### src/rtl/otp_wiper_seq.sv
module otp_wiper_seq #(
  parameter  int WORDS       = 50,
  parameter  int DW          = 10,
  parameter  int PROG_CYCLES = 20,
  localparam int CW          = $clog2(WORDS + 1),
  localparam int TW          = (PROG_CYCLES > 1) ? $clog2(PROG_CYCLES) : 1
) (
  input  logic          clk,
  input  logic          rst_n,
  input  logic          prog_req,
  input  logic [DW-1:0] prog_data,
  input  logic          refresh_req,
  output logic          busy,
  output logic          prog_ok,
  output logic [DW-1:0] wiper,
  output logic [CW-1:0] used_count
);

  localparam logic [DW-1:0] MID  = DW'(1) << (DW - 1);
  localparam logic [CW-1:0] FULL = CW'(WORDS);

  logic [DW-1:0] mem [1:WORDS];
  logic [DW-1:0] pend;
  logic [TW-1:0] cnt;
  logic [CW-1:0] used;

  wire accept = prog_req && !busy && (used < FULL);
  wire reject = prog_req && !busy && (used == FULL);
  wire done   = busy && (cnt == '0);
  wire reload = refresh_req && !busy;

  assign used_count = used;

  always_ff @(posedge clk) begin
    if (!rst_n) begin
      busy    <= 1'b0;
      cnt     <= '0;
      used    <= '0;
      prog_ok <= 1'b0;
      pend    <= '0;
      wiper   <= MID;
    end else begin
      if (accept) begin
        busy    <= 1'b1;
        cnt     <= TW'(PROG_CYCLES - 1);
        pend    <= prog_data;
        prog_ok <= 1'b0;
      end else if (reject) begin
        prog_ok <= 1'b0;
      end
      if (done) begin
        busy    <= 1'b0;
        used    <= used + CW'(1);
        prog_ok <= 1'b1;
      end else if (busy) begin
        cnt <= cnt - TW'(1);
      end
      if (reload)
        wiper <= (used == '0) ? MID : mem[used];
    end
  end

  always_ff @(posedge clk) begin
    if (rst_n && done)
      mem[used + CW'(1)] <= pend;
  end


  used_bound_chk: assert property (@(posedge clk) disable iff (!rst_n)
    used_count <= FULL);


  commit_step_chk: assert property (@(posedge clk) disable iff (!rst_n)
    $fell(busy) |-> (used_count == $past(used_count) + CW'(1)) && prog_ok);


  locked_count_chk: assert property (@(posedge clk) disable iff (!rst_n)
    busy |=> busy || (used_count == $past(used_count) + CW'(1)));


  full_reject_chk: assert property (@(posedge clk) disable iff (!rst_n)
    (prog_req && !busy && used_count == FULL) |=> !busy && !prog_ok && $stable(used_count));


  wiper_hold_chk: assert property (@(posedge clk) disable iff (!rst_n)
    !(refresh_req && !busy) |=> $stable(wiper));


  start_busy_chk: assert property (@(posedge clk) disable iff (!rst_n)
    (prog_req && !busy && used_count < FULL) |=> busy && !prog_ok);

endmodule

### config.mk
export PLATFORM = sky130hd
export DESIGN_NAME = otp_wiper_seq
export DESIGN_NICKNAME = d
export VERILOG_FILES = /design/src/rtl/otp_wiper_seq.sv
export SDC_FILE = /design/constraint.sdc
export NUM_CORES = 1
export LEC_CHECK = 0
export ABC_AREA = 1
export BUFFER_PORTS_ARGS = -buffer_cell sky130_fd_sc_hd__clkbuf_2
export CORE_UTILIZATION = 34
export CTS_BUF_LIST = sky130_fd_sc_hd__clkbuf_16
export CTS_CLUSTER_SIZE = 12
export DETAILED_ROUTE_END_ITERATION = 7
export GPL_TIMING_DRIVEN = 1
export SLEW_MARGIN = 25
export SYNTH_ARGS = -nofsm -noshare
export SYNTH_HDL_FRONTEND = slang
export SYNTH_SLANG_ARGS = --single-unit
### constraint.sdc
create_clock -name clk -period 3.1 [get_ports clk]
set_clock_uncertainty 0.1 [all_clocks]
set_input_delay 0.62 -clock clk [delete_from_list [all_inputs] [get_ports clk]]
set_output_delay 0.62 -clock clk [all_outputs]
set_load 0.01 [all_outputs]
Word-level counts from Yosys, hierarchy flattened --
Memories as Yosys holds them, arrays and structs flattened. A register that Yosys moved wholly into a read port is not among the register bits. Cells that the tools add are included.
Storage, ports and cells: register bits 33, input bits 14, memory bits (writable) 500, word-level logic and storage cells 34, memories kept 1
Memory list:
- mem | words 50, width 10, rd ports 1, clocked after Yosys merged registers in 1, write ports 1, line 22 | logic [DW-1:0] mem [1:WORDS];
Cells by class: order comparisons 1, reduce and logical (&&, ||, !) cells 11, equal/unequal tests 1, add/subtract/negate cells 2, mux-type cells 11, bitwise logic cells 1
Operators by type and width (number):
- 2-to-1 mux 5 bit | 3
- 2-to-1 mux 6 bit | 2
- 2-to-1 mux 10 bit | 1
- adder 6 x 1 -> 6 bit, second input constant | 1
- == test 6 bit, second input constant | 1
- logical AND 1 bit | 6
- logical NOT 6 bit | 1
- < comparator 6 bit, second input constant | 1
- logical NOT 5 bit | 1
- 2-to-1 mux 1 bit | 5
- subtractor 5 x 1 -> 5 bit, second input constant | 1
- nonzero test 3 bit | 1
- OR reduction 2 bit | 1
- logical NOT 1 bit | 1
- inverter 1 bit | 1

Longest topological paths before layout --
word-level depth 6, depth in mapped cells 14

Worst setup path before layout --
OpenSTA, ideal clock, no wires.
path kind register to register, start point register cnt[0], end point memory mem[10][0] (enable), slack 662 ps, stages on the path, launching flop included 11, period minus slack after synthesis 2438 ps, data required time 2624 ps, setup time 376 ps, data arrival time 1962 ps, path buffers 0, cell sequence dfxtp_1 -> inv_1 -> ha_1 -> inv_1 -> nor3_1 -> nand3_1 -> nor2_1 -> inv_1 -> nor2_1 -> nand2_1 -> nor2_1
On the way: cells in the longest elaborated chain, start to end 5
RTL lines:
- start: declaration | line 24 | logic [TW-1:0] cnt;
- start signal: assignment | line 45 | cnt <= TW'(PROG_CYCLES - 1);
- start signal: assignment | line 56 | cnt <= cnt - TW'(1);
- logical NOT 5 bit | line 29 | wire done = busy && (cnt == '0);
- logical AND 1 bit | line 29
- logical AND 1 bit | line 64 | if (rst_n && done)
- 2-to-1 mux 1 bit | line 64
- 2-to-1 mux 1 bit (not written as such) | line 65 | mem[used + CW'(1)] <= pend;
- end: declaration | line 22
Every way passes these cells.

Worst setup path in the final report --
start point register cnt[0], end point memory mem[26][4] (enable)
Same word-level chain as after synthesis.

==> impl_metrics.toml <==
[power]
power_frac_comb = 0.051
power_density_nw_per_um2 = 595.0
peakVddDrop_mv = 0.5168
power.switching_mw = 3.469
p_int_mw = 11.67
p_sw_frac = 0.2292
seq_power_share = 0.553
leakage_nw = 9.755
p_clk_frac = 0.396

[cells_and_area]
layout_common_cells = "nand2_1 (559), edfxtp_1 (500), nand3_1 (275), nor2_1 (239), inv_1 (189)"
diodes = 0
final_nets = 2151
register_area_um2 = 15840
area_growth_pct = 13.72
drive_gt1_frac = 0.09563
multiInputGateArea_um2 = 5423
final_common_cell = "nand2_1"
nFillCells = 6312
stdcell_count = 3030

[clocking]
insertion_delay_ns = 0.61
cts_max_level = 2
clock-sinks = 539
cts_buffer_depth = 3
clock-root-buffer = "clkbuf_16"
cts.clk_slew.worst_paths_ns = 0.06
cts-hold-fix-buffers = 0
cts_tree = "done"
numCtsBuffers = 55

[setup_path]
cp_num_buf_inv = 5
critPathSlowestCell = "dfxtp_1"
critPathLaunchType = "flop"
critical_path_class = "reg -> reg"
path_cells = "inv_1 > ha_1 > inv_1 > nor3_1 > nand3_1 > nor2_1 > inv_1 > nor2_1 > nand2_1 > buf_4 > nor2_1 > buf_4"
critPathMaxStageDelay_ns = 0.30
critPathTopFamily = "simple AND/OR/NAND/NOR gates"
cp_max_fo = 10
cp-end-kind = "flop"
crit_required_ns = 3.29
arrival_ns = 3.00

[global_routing]
grt_pass1_vias = 14950
grt_pass1_wl_um = 89090
grt_usage = 0.1755
grt_max_degree = 111
antenna_found_initial = 0
grt-ovfl-total = 0

[timing]
max_clock_freq_mhz = 355.8
tightest_slew_ns = 0.9776
timing.hold.ws_ns = 0.1707
finalMaxSlewViolations = 0
finalWorstSetupSlack_ns = 0.2892
finalSetupViolCount = 0
rsz0062_at_grt = "no"
slew_headroom = 0.3476
setup_tns_ns = 0
min_period_ns = 2.811
finalHoldViolCount = 0
finalCritPeriodShare = 0.9067

[outcome]
status = "complete, no violations"

[detailed_routing]
routed_wl_um = 58470
first_pass_iters = 6
via_per_inst = 5.009
vias = 15180
wl_per_cell_um = 19.30
drtIter0Drc = 1781
drtAntennaViolNets = 0
drc_errors = 0

[yosys]
yosys-top-cells-area = "edfxtp_1 (67%), nand2_1 (9.4%), nand3_1 (6.2%), nor2_1 (4.0%), dfxtp_1 (3.5%)"
yosysTopAreaCell = "edfxtp_1"
syn_nets = 2092
synth_cell_type_count = 25
synth_area_um2 = 22370
yosysSeqAreaShare = 0.7061
synth_seq_cells = 539
syn_avg_cell_area_um2 = 10.79
syn-instance-count = 2074
synth_top_area_share = 0.6712
synth_warnings = 0

[floorplan]
start_util = 0.3457
die-area_um2 = 66820
num_rows = 93
io_pins = 32
dieWidth_um = 258.5
die_h_um = 258.5
core_area_um2 = 64700

[placed_design]
gp_congestion = 0.9304
io_buffers = 31
dp_hpwl_um = 34300
pre_cts_slack_ns = 0.2676
placedCellCount = 2931

[job]
maxCapViolations = 0

[min_path]
hold_path_class = "in -> reg"
## per-stage QoR
| stage | total power, mW | util | area [um^2] |
|---|---|---|---|
| detailed placement | 9.287 | 0.3680 | 23810 |
| finish | 15.13 | 0.3932 | 25440 |
| global placement | 9.279 | 0.3680 | 23810 |
| floorplan | 8.893 | - | 22370 |
| global route | 15.62 | 0.3932 | 25440 |
| CTS | 15.25 | 0.3932 | 25440 |
## cell families (layout without fill, tap and decap cells)
group | Yosys count | in the layout | synth area share
fa+ha+maj | 4 | 4 | 0.002237
compound gates | 157 | 157 | 0.03770
xor+xnor | 4 | 4 | 0.001566
buf+inv | 277 | 378 | 0.05157
flops | 539 | 539 | 0.7061
simple gates | 1093 | 1093 | 0.2008
## cells in the mapped netlist
| master | number |
|---|---|
| buf_4 | 3 |
| a31oi_1 | 2 |
| o211ai_1 | 16 |
| o21ai_0 | 86 |
| dfxtp_1 | 39 |
| nand3_1 | 275 |
| ha_1 | 4 |
| buf_1 | 18 |
| nor2_1 | 239 |
| or2_2 | 12 |
| edfxtp_1 | 500 |
| o31ai_1 | 2 |
| nand4_1 | 4 |
| buf_6 | 4 |
| nand2_1 | 560 |
| o22ai_1 | 4 |
| inv_2 | 2 |
| a21oi_1 | 45 |
| buf_2 | 58 |
| xor2_1 | 4 |
| clkbuf_1 | 29 |
| nor3_1 | 2 |
| nor2_2 | 1 |
| o21bai_1 | 2 |
| inv_1 | 163 |
## worst reg2reg max path, delay by kind of cell, from the launching register on
| family | cells | cell delay, ns |
|---|---|---|
| buffers and inverters | 5 | 0.74 |
| DFF | 1 | 0.30 |
| adders and majority gates | 1 | 0.20 |
| and+or+nand+nor | 6 | 1.17 |
## flip-flops by register name, summed over array words and instances, names as in the netlist, named ones only
name and count:
used_count 6, cnt 5, pend 10, wiper 10
prog_ok 1, busy 1, mem 500
## final timing paths
check	start	to	slack, ns	cells past startpoint
worst min register to register	wiper[5]$_SDFFE_PN0P_	wiper[5]$_SDFFE_PN0P_	0.37	2
worst max-delay path	cnt[0]$_SDFF_PN0_	mem[26][4]$_DFFE_PP_	0.29	12
worst max register to register	cnt[0]$_SDFF_PN0_	mem[26][4]$_DFFE_PP_	0.29	12
worst min-delay path	prog_data[1]	pend[1]$_SDFFE_PN0P_	0.17	3
## metal layers
layer / global-route usage / wire [um]
met1: 0.2451 / 25580
met2: 0.2767 / 26800
met3: 0.03052 / 4505
met4: 0.05819 / 1586
met5: 0 / 0
## what timing repair did
action                                  in CTS  in global routing
gates resized for setup                      0                  1
endpoints found under the setup margin       0                 60
setup buffers                                0                  0
## final cells by class
cell class | instances | share of cell area
Multi-Input combinational cell | 1258 | 0.2132
Tap cell | 855 | 0.04205
Clock inverter | 42 | 0.007771
Sequential cell | 539 | 0.6227
Clock buffer | 57 | 0.05607
Timing Repair Buffer | 114 | 0.03354
Inverter | 165 | 0.02464
## power groups by stage
stage / combinational [mW] / sequential, mW / clock [mW]
5_1_grt: 0.867 / 8.38 / 6.38
2_1_floorplan: 0.572 / 8.32 / 0
6_report: 0.771 / 8.37 / 6.00
4_1_cts: 0.767 / 8.37 / 6.11
3_3_place_gp: 0.756 / 8.52 / 0
3_5_place_dp: 0.764 / 8.52 / 0
No activity file was read; power rests on OpenSTA's default activity.
